==> src/rtl/shift_add_mult_pkg.sv <==
package shift_add_mult_pkg;

  typedef enum logic [1:0] {
    ST_IDLE  = 2'd0,
    ST_ADD   = 2'd1,
    ST_SHIFT = 2'd2,
    ST_DONE  = 2'd3
  } mul_state_e;

endpackage

==> src/rtl/shift_add_mult_rst_sync.sv <==
module shift_add_mult_rst_sync #(
  parameter int STAGES = 2
) (
  input  logic clk,
  input  logic rst_n,
  output logic rst_sync_n
);

  logic [STAGES-1:0] sync_q;

  always_ff @(posedge clk or negedge rst_n) begin
    if (!rst_n) begin
      sync_q <= '0;
    end else begin
      sync_q <= {sync_q[STAGES-2:0], 1'b1};
    end
  end

  assign rst_sync_n = sync_q[STAGES-1];

endmodule

==> src/rtl/shift_add_mult_adder.sv <==
module shift_add_mult_adder #(
  parameter int N = 8
) (
  input  logic [N-1:0] a_i,
  input  logic [N-1:0] b_i,
  input  logic         cin_i,
  output logic [N-1:0] sum_o,
  output logic         cout_o
);

  logic [N:0] carry;

  assign carry[0] = cin_i;

  for (genvar g = 0; g < N; g++) begin : g_bit
    logic half;
    assign half         = a_i[g] ^ b_i[g];
    assign sum_o[g]     = half ^ carry[g];
    assign carry[g+1]   = (a_i[g] & b_i[g]) | (carry[g] & half);
  end

  assign cout_o = carry[N];

endmodule

==> src/rtl/shift_add_mult_ctrl.sv <==
module shift_add_mult_ctrl
  import shift_add_mult_pkg::*;
#(
  parameter int N = 8,
  localparam int CW = (N > 1) ? $clog2(N) : 1
) (
  input  logic          clk,
  input  logic          rst_n,
  input  logic          start_i,
  output mul_state_e    state_o,
  output logic [CW-1:0] cnt_o,
  output logic          load_en_o,
  output logic          add_en_o,
  output logic          shift_en_o,
  output logic          done_o
);

  localparam logic [CW-1:0] LAST = CW'(N - 1);

  mul_state_e    state_q, state_d;
  logic [CW-1:0] cnt_q, cnt_d;
  logic          cnt_en;
  logic          last_iter;

  assign last_iter = (cnt_q == LAST);

  // next-state and control decode
  always_comb begin
    state_d    = state_q;
    load_en_o  = 1'b0;
    add_en_o   = 1'b0;
    shift_en_o = 1'b0;
    unique case (state_q)
      ST_IDLE: begin
        if (start_i) begin
          load_en_o = 1'b1;
          state_d   = ST_ADD;
        end
      end
      ST_ADD: begin
        add_en_o = 1'b1;
        state_d  = ST_SHIFT;
      end
      ST_SHIFT: begin
        shift_en_o = 1'b1;
        state_d    = last_iter ? ST_DONE : ST_ADD;
      end
      ST_DONE: begin
        if (start_i) begin
          state_d = ST_IDLE;
        end
      end
      default: state_d = ST_IDLE;
    endcase
  end

  // iteration counter next value
  always_comb begin
    cnt_en = load_en_o | shift_en_o;
    cnt_d  = cnt_q;
    if (load_en_o) begin
      cnt_d = '0;
    end else if (shift_en_o) begin
      cnt_d = last_iter ? '0 : cnt_q + 1'b1;
    end
  end

  always_ff @(posedge clk or negedge rst_n) begin
    if (!rst_n) begin
      state_q <= ST_IDLE;
    end else begin
      state_q <= state_d;
    end
  end

  always_ff @(posedge clk or negedge rst_n) begin
    if (!rst_n) begin
      cnt_q <= '0;
    end else if (cnt_en) begin
      cnt_q <= cnt_d;
    end
  end

  assign state_o = state_q;
  assign cnt_o   = cnt_q;
  assign done_o  = (state_q == ST_DONE);

endmodule

==> src/rtl/shift_add_mult_dp.sv <==
module shift_add_mult_dp #(
  parameter int N = 8
) (
  input  logic         clk,
  input  logic         rst_n,
  input  logic         load_en_i,
  input  logic         add_en_i,
  input  logic         shift_en_i,
  input  logic [N-1:0] mcand_i,
  input  logic [N-1:0] mplier_i,
  output logic         cy_o,
  output logic [N-1:0] acc_o,
  output logic [N-1:0] mq_o,
  output logic [N-1:0] mc_o
);

  logic         cy_q, cy_d;
  logic [N-1:0] acc_q, acc_d;
  logic [N-1:0] mq_q, mq_d;
  logic [N-1:0] mc_q;
  logic [N-1:0] pp;
  logic [N-1:0] sum;
  logic         sum_cout;
  logic         chain_en;

  // partial product: multiplicand or zero
  assign pp = mq_q[0] ? mc_q : '0;

  shift_add_mult_adder #(.N(N)) u_adder (
    .a_i    (acc_q),
    .b_i    (pp),
    .cin_i  (1'b0),
    .sum_o  (sum),
    .cout_o (sum_cout)
  );

  assign chain_en = load_en_i | add_en_i | shift_en_i;

  always_comb begin
    cy_d  = cy_q;
    acc_d = acc_q;
    mq_d  = mq_q;
    if (load_en_i) begin
      cy_d  = 1'b0;
      acc_d = '0;
      mq_d  = mplier_i;
    end else if (add_en_i) begin
      cy_d  = sum_cout;
      acc_d = sum;
    end else if (shift_en_i) begin
      cy_d  = 1'b0;
      acc_d = {cy_q, acc_q[N-1:1]};
      mq_d  = {acc_q[0], mq_q[N-1:1]};
    end
  end

  always_ff @(posedge clk or negedge rst_n) begin
    if (!rst_n) begin
      cy_q  <= 1'b0;
      acc_q <= '0;
      mq_q  <= '0;
    end else if (chain_en) begin
      cy_q  <= cy_d;
      acc_q <= acc_d;
      mq_q  <= mq_d;
    end
  end

  always_ff @(posedge clk or negedge rst_n) begin
    if (!rst_n) begin
      mc_q <= '0;
    end else if (load_en_i) begin
      mc_q <= mcand_i;
    end
  end

  assign cy_o  = cy_q;
  assign acc_o = acc_q;
  assign mq_o  = mq_q;
  assign mc_o  = mc_q;

endmodule

==> src/rtl/shift_add_mult.sv <==
module shift_add_mult
  import shift_add_mult_pkg::*;
#(
  parameter int N = 8,
  localparam int CW = (N > 1) ? $clog2(N) : 1
) (
  input  logic           clk,
  input  logic           rst_n,
  input  logic           start_i,
  input  logic [N-1:0]   mcand_i,
  input  logic [N-1:0]   mplier_i,
  output logic           done_o,
  output logic [2*N-1:0] product_o
);

  logic          rst_int_n;
  mul_state_e    state;
  logic [CW-1:0] cnt;
  logic          load_en;
  logic          add_en;
  logic          shift_en;
  logic          cy;
  logic [N-1:0]  acc;
  logic [N-1:0]  mq;
  logic [N-1:0]  mc;

  shift_add_mult_rst_sync #(.STAGES(2)) u_rst_sync (
    .clk        (clk),
    .rst_n      (rst_n),
    .rst_sync_n (rst_int_n)
  );

  shift_add_mult_ctrl #(.N(N)) u_ctrl (
    .clk        (clk),
    .rst_n      (rst_int_n),
    .start_i    (start_i),
    .state_o    (state),
    .cnt_o      (cnt),
    .load_en_o  (load_en),
    .add_en_o   (add_en),
    .shift_en_o (shift_en),
    .done_o     (done_o)
  );

  shift_add_mult_dp #(.N(N)) u_dp (
    .clk        (clk),
    .rst_n      (rst_int_n),
    .load_en_i  (load_en),
    .add_en_i   (add_en),
    .shift_en_i (shift_en),
    .mcand_i    (mcand_i),
    .mplier_i   (mplier_i),
    .cy_o       (cy),
    .acc_o      (acc),
    .mq_o       (mq),
    .mc_o       (mc)
  );

  assign product_o = {acc, mq};

endmodule

==> config.mk <==
export PLATFORM = sky130hd
export DESIGN_NAME = shift_add_mult
export DESIGN_NICKNAME = d
export VERILOG_FILES = /design/src/rtl/shift_add_mult_pkg.sv /design/src/rtl/shift_add_mult_rst_sync.sv /design/src/rtl/shift_add_mult_adder.sv /design/src/rtl/shift_add_mult_ctrl.sv /design/src/rtl/shift_add_mult_dp.sv /design/src/rtl/shift_add_mult.sv
export SDC_FILE = /design/constraint.sdc
export NUM_CORES = 1
export LEC_CHECK = 0
export BUFFER_PORTS_ARGS = -buffer_cell sky130_fd_sc_hd__buf_2
export CAP_MARGIN = 0
export CORE_ASPECT_RATIO = 1.2
export CORE_MARGIN = 3
export CORE_UTILIZATION = 55
export DETAILED_ROUTE_END_ITERATION = 7
export GPL_TIMING_DRIVEN = 0
export PLACE_DENSITY = 0.8
export SYNTH_ARGS = -nofsm -noshare
export SYNTH_HDL_FRONTEND = slang
export SYNTH_SLANG_ARGS = --single-unit
==> constraint.sdc <==
create_clock -name clk -period 1.32 [get_ports clk]
set_clock_uncertainty 0.05 [all_clocks]
set_input_delay 0.264 -clock clk [delete_from_list [all_inputs] [get_ports clk]]
set_output_delay 0.264 -clock clk [all_outputs]
set_load 0.005 [all_outputs]
==> metrics, run 1 <==
outcome finished with violations; failing checks setup timing; path type of the worst min-delay path in2reg; core area 3138 sq um; Rows 22; layout cell share with drive strength beyond 1 0.6050; CTS root buffer clkbuf_4; min cycle time layout 3702 ps; Post-Synth Adder-Cell Area 0.1373; Ant. Diodes 0; vias in the first global route 1,735; largest cells by area after synthesis dfrtp_1 44%, fa_1 7.6%, nand2_1 7.5%; post-synthesis simple-gate area fraction 0.1407; worst-path maximum fanout 2; CTS tree yes; Die W 58.81 um; Mapped Area 1841 sq um; Reg clk slew, reported paths 120 ps; sequential share of the synthesized area 0.4351; drt pass-1 iters 4; TNS Setup -16,210 ps; DRC viols 0; PortBufs 35; max_slew headroom 0.5476; max-cap viol count 0; post-synthesis cell type count 31; All-Layer GR Usage 0.2734; Initial DRC Count 82; htree depth 2; Max Slew Vio Count 0; peak supply drop 2.216 mV; area grow syn2layout 47.31%; Layout Nets 272; Final WS setup -2382 ps; startpoint types register; remaining antenna violation count 0; Total Power 7.267 mW; Worst-Margin Slew 678.6 ps; Die Area 4079 sq um; final wirelength 5713 um; Setup violations, final 32; largest net degree at the start of global routing 31; vias per cell 6.069; die height 69.37 um; GP Congestion 0.7677; Final Hold Fails 0; Crit path arrival time 3880 ps; crit path kind reg2reg; Wirelength per Cell 20.85 um; clk sinks 32; Warnings, synthesis 0; Compound-Gate Fraction of Synth Area 0.1754; cts bufs inserted 5; Starting Density 0.5865; Final Cycle Share 2.805; Fmax 270.1 MHz; Clock Path Buffers 2; Pleak 1.266 nW; initial antenna violation count 0; IO Pins 36; largest family of logic cells by synthesized area compound AO/OA/AOI/OAI gates; most common cell after layout, fill and taps aside buf_2; cell type with the largest total area after synthesis dfrtp_1; Post-DP HPWL 2951 um; vias 1,663; Clock Latency Late Sink 350 ps; Crit. End Element register; pwr dens 2680 nW/um^2; area share of xor/xnor cells in the synthesized design 0; unrepaired setup endpoints after global routing yes; Post-Synthesis Cells 172; Congestion Overflow GR 0; multiplexer share of the synthesized area 0.04487; flops & latches, synth 32; Synth Area per Inst 10.70 sq um; commonest cells after routing, fill and taps aside 34 x buf_2, 28 x dfrtp_1, 23 x nand2_1; Synth Flop Type dfrtp_1; ys async rst share 1.000; critical path required time 1500 ps; Yosys top cell area share 0.4351; first-pass GRT wire length 8349 um; EDFF count, synth 0; syn_nets 207
synth_stat cells, types with 2 or more instances:
library cell / number
dfrtp_1: 32
nor2_2: 2
buf_2: 3
and3_1: 8
mux2i_1: 6
nor2_1: 8
o21ai_0: 3
and2_1: 3
a21oi_2: 3
buf_4: 2
nand2_1: 37
a31oi_1: 9
buf_6: 2
o211ai_2: 3
inv_1: 9
fa_1: 7
a211oi_2: 5
mux2_2: 2
ha_1: 9
o2bb2ai_1: 8
sequential cells by signal (all words and copies together) (netlist names):
signal / count
u_dp.cy_o: 1
u_ctrl.cnt_o: 3
u_dp.mq_o: 8
u_dp.acc_o: 8
u_dp.mc_o: 8
u_ctrl.state_o: 2
u_rst_sync.sync_q: 2
cell families after synthesis:
group           Yosys count
mux                       8
buf+inv                  20
compound gates           36
simple gates             59
fa+ha+maj                16
flops                    32
other cells               1
per-layer routing:
layer  part of all wire  vias to the layer above  GRT usage
li1                   -                      714          -
met1               0.36                      840     0.3074
met2               0.55                       87     0.4717
met3              0.054                       22    0.07821
met4              0.035                        0     0.1083
met5                  0                        -          0
final cells by class:
type                    count  area (sq um)
repair buffers             61         489.2
clock buffers               6         51.30
multi-input cells         120          1180
well taps                  36         45.04
flip-flops and latches     32         805.8
plain buffers               8         91.34
fillers                   147         426.7
inverters                   9         38.79
clock inverters             2         10.01
through the flow:
stage                     cells    util  hold WS (ps)  worst slack, ps  area (sq um)
final                       274  0.8640         69.03            -2382          2711
after global routing        274  0.8640         65.93            -2421          2711
after CTS                   267  0.8026         58.82            -2303          2519
after detailed placement    243  0.6882         5.567            -2335          2160
after global placement      243  0.6882       -0.7962            -2301          2160
after floorplan             172       -        -81.59            -2190          1939
worst paths after layout:
check	cells after the start	slack (ps)	from	to
max	14	-2380	u_dp.mq_o[0]	u_dp.acc_o[7]
min	3	70	mcand_i[6]	u_dp.mc_o[6]
max reg2reg	14	-2380	u_dp.mq_o[0]	u_dp.acc_o[7]
min reg2reg	0	270	u_rst_sync.sync_q[1]	u_dp.mc_o[1]
max in group asynchronous	0	460	u_rst_sync.sync_q[1]	u_ctrl.state_o[1]
min in group asynchronous	2	170	rst_n	u_rst_sync.sync_q[1]
power by group:
part	internal [mW]	switching (mW)
sequential	1.40	0.438
clock	0.253	0.366
combinational	2.55	2.25
critical path, stage by stage (launching register included):
cell and delay, ps:
dfrtp_1 410, clkbuf_8 150, and2_4 140, ha_4 120
inv_2 30, fa_2 340, fa_2 360, fa_2 370
fa_2 350, fa_2 340, inv_2 60, fa_2 190
fa_1 420, mux2i_1 170, a211oi_2 90
timing repair:
action,CTS,global route
resized for setup,33,36
setup endpoints to repair,61,35
endpoints found under the hold margin,2,0
buffers inserted,13,10
hold buffers,1,0
pin swaps,13,18
gates cloned,3,1
Power figures use the tool's default switching activity.
==> run 2: changes to the inputs <==
CELL_PAD_IN_SITES_DETAIL_PLACEMENT = 1   (was not set)
CELL_PAD_IN_SITES_GLOBAL_PLACEMENT = 1   (was not set)
CORE_UTILIZATION = 42   (was 55)
PLACE_DENSITY = not set   (was 0.8)
PLACE_DENSITY_LB_ADDON = 0.1   (was not set)
==> run 2 against run 1 <==
The flow still finishes with violations (setup timing). Count of clock-buffer cells in the layout unchanged. Register-to-register slack better by 60 ps. Wire length up 8.5%.
==> metrics, run 2 (synthesis results as in run 1) <==
outcome finished with violations; failing checks setup timing; CTS root buffer clkbuf_8; critical path required time 1430 ps (-70 ps); Worst-Margin Slew 703.6 ps (+24.99 ps); Pleak 1.269 nW (+0.22%); Max Slew Vio Count 0 (unchanged); startpoint types register; placed cell areas 2182 sq um (+1.0%); Finished Layout Cells 294 (+7.3%); vias per cell 5.316 (-12%); Starting Density 0.4526 (-0.1339); core area 4066 sq um (+30%); All-Layer GR Usage 0.2364 (-0.03694); crit path kind reg2reg; final core utilization 0.6797 (-0.1843); Congestion Overflow GR 0 (unchanged); Final WS setup -2322 ps (+60.59 ps); post-route cell area 2764 sq um (+1.9%); path type of the worst min-delay path in2reg; PortBufs 35 (unchanged); Switch Pwr 3.106 mW (+1.6%); Combinational Power Share 0.646 (-0.015); max-cap viol count 0 (unchanged); min cycle time layout 3642 ps (-60.59 ps); IO Pins 36 (unchanged); GP Congestion 0.7513 (-2.1%); Sw Share 0.4157 (-0.004936); Ant. Diodes 0 (unchanged); Final Hold Fails 0 (unchanged); unrepaired setup endpoints after global routing yes; initial antenna violation count 0 (unchanged); CTS tree yes; max_slew headroom 0.5309 (-0.01666); storage element area 804.5 sq um (-0.16%); Final Cycle Share 2.759 (-0.04590); pwr dens 2703 nW/um^2 (+0.86%); final wirelength 6197 um (+8.5%); Initial DRC Count 76 (-7.3%); vias in the first global route 1,790 (+3.2%); cts bufs inserted 5 (unchanged); Die W 66.43 um (+13%); most common cell after layout, fill and taps aside buf_2; Clock Path Buffers 2 (unchanged); clk sinks 32 (unchanged); first-pass GRT wire length 9170 um (+9.8%); Reg clk slew, reported paths 70 ps (-50 ps); DRC viols 0 (unchanged); vias 1,563 (-6.0%); Setup violations, final 31 (-3.1%); Rows 25 (+14%); largest net degree at the start of global routing 31 (unchanged); Multi-input gate area 1172 sq um (-0.64%); Clock Latency Late Sink 280 ps (-70 ps); Seq pwr share 0.249 (-0.004); commonest cells after routing, fill and taps aside 35 x buf_2, 29 x dfrtp_1, 23 x nand2_1; pre-CTS worst setup slack -2449 ps (-114.1 ps); Total Power 7.471 mW (+2.8%); Post-DP HPWL 3461 um (+17%); htree depth 2 (unchanged); Crit path arrival time 3750 ps (-130 ps); Wirelength per Cell 21.08 um (+1.1%); Fmax 274.6 MHz (+1.7%); worst-path maximum fanout 3 (+1); layout cell share with drive strength beyond 1 0.6125 (+0.007458); peak supply drop 1.569 mV (-29%); remaining antenna violation count 0 (unchanged); Internal 4.365 mW (+3.7%); hold slack final 135.3 ps (+66.25 ps); Crit. End Element register; placed insts 261 (+7.4%); Die Area 5216 sq um (+28%); Layout Nets 274 (+0.74%); area grow syn2layout 50.17%; drt pass-1 iters 4 (unchanged); TNS Setup -15,630 ps (+586.1 ps); reg-to-reg setup timing slack -2320 ps (+60 ps); Clk pwr share 0.105 (+0.020); die height 78.52 um (+13%); # fillers 434 (+200%)
==> run 2: cell type report <==
| type | count | share of cell area |
|---|---|---|
| buffer | 6 | 0.02852 |
| clock buffer | 6 | 0.02988 |
| clock inverter | 2 | 0.003622 |
| inverter | 9 | 0.01403 |
| multi-input combinational | 120 | 0.4242 |
| sequential | 32 | 0.2911 |
| tap | 54 | 0.02445 |
| timing repair buffer | 65 | 0.1842 |
==> run 2: metal layers <==
metal  routed length (um)  vias up  part of all wire  track usage
met3                  195       10             0.031      0.03147
met1                 2404      792              0.39       0.2645
li1                     -      713                 -            -
met2                 3496       48              0.56       0.4538
met5                    0        -                 0            0
met4                  102        0             0.016      0.06301
==> run 2: path summary, 6_finish.rpt <==
path,cells past startpoint,to,from
max in group asynchronous,0,u_ctrl.state_o[1],u_rst_sync.sync_q[1]
max,13,u_dp.acc_o[7],u_dp.mq_o[0]
min in group asynchronous,2,u_rst_sync.sync_q[1],rst_n
min,3,u_dp.mc_o[7],mcand_i[7]
max reg2reg,13,u_dp.acc_o[7],u_dp.mq_o[0]
min reg2reg,0,u_dp.acc_o[1],u_rst_sync.sync_q[1]
==> run 2: what timing repair did <==
item                                    CTS  global route
endpoints found under the setup margin   61            31
resized for setup                        45            27
hold buffers                              1             0
gates cloned                              4             1
pin swaps                                19            10
hold endpoints to repair                  2             0
setup buffers                            12            14
==> run 2: worst max-delay path: stages (launching register included) <==
cell,delay (ps)
dfrtp_1,390
and2_4,170
ha_4,120
inv_2,30
fa_2,330
fa_2,380
fa_2,390
fa_2,350
fa_2,340
inv_2,60
fa_2,190
fa_1,400
mux2i_1,200
a211oi_2,100
==> run 2: power groups by stage <==
stage | sequential, mW | combinational, mW | clock (mW)
final | 1.86 | 4.83 | 0.786
after global routing | 1.91 | 5.17 | 0.875
after CTS | 1.81 | 4.22 | 0.792
after detailed placement | 1.80 | 3.17 | 0
after global placement | 1.77 | 2.96 | 0
after floorplan | 1.73 | 2.32 | 0
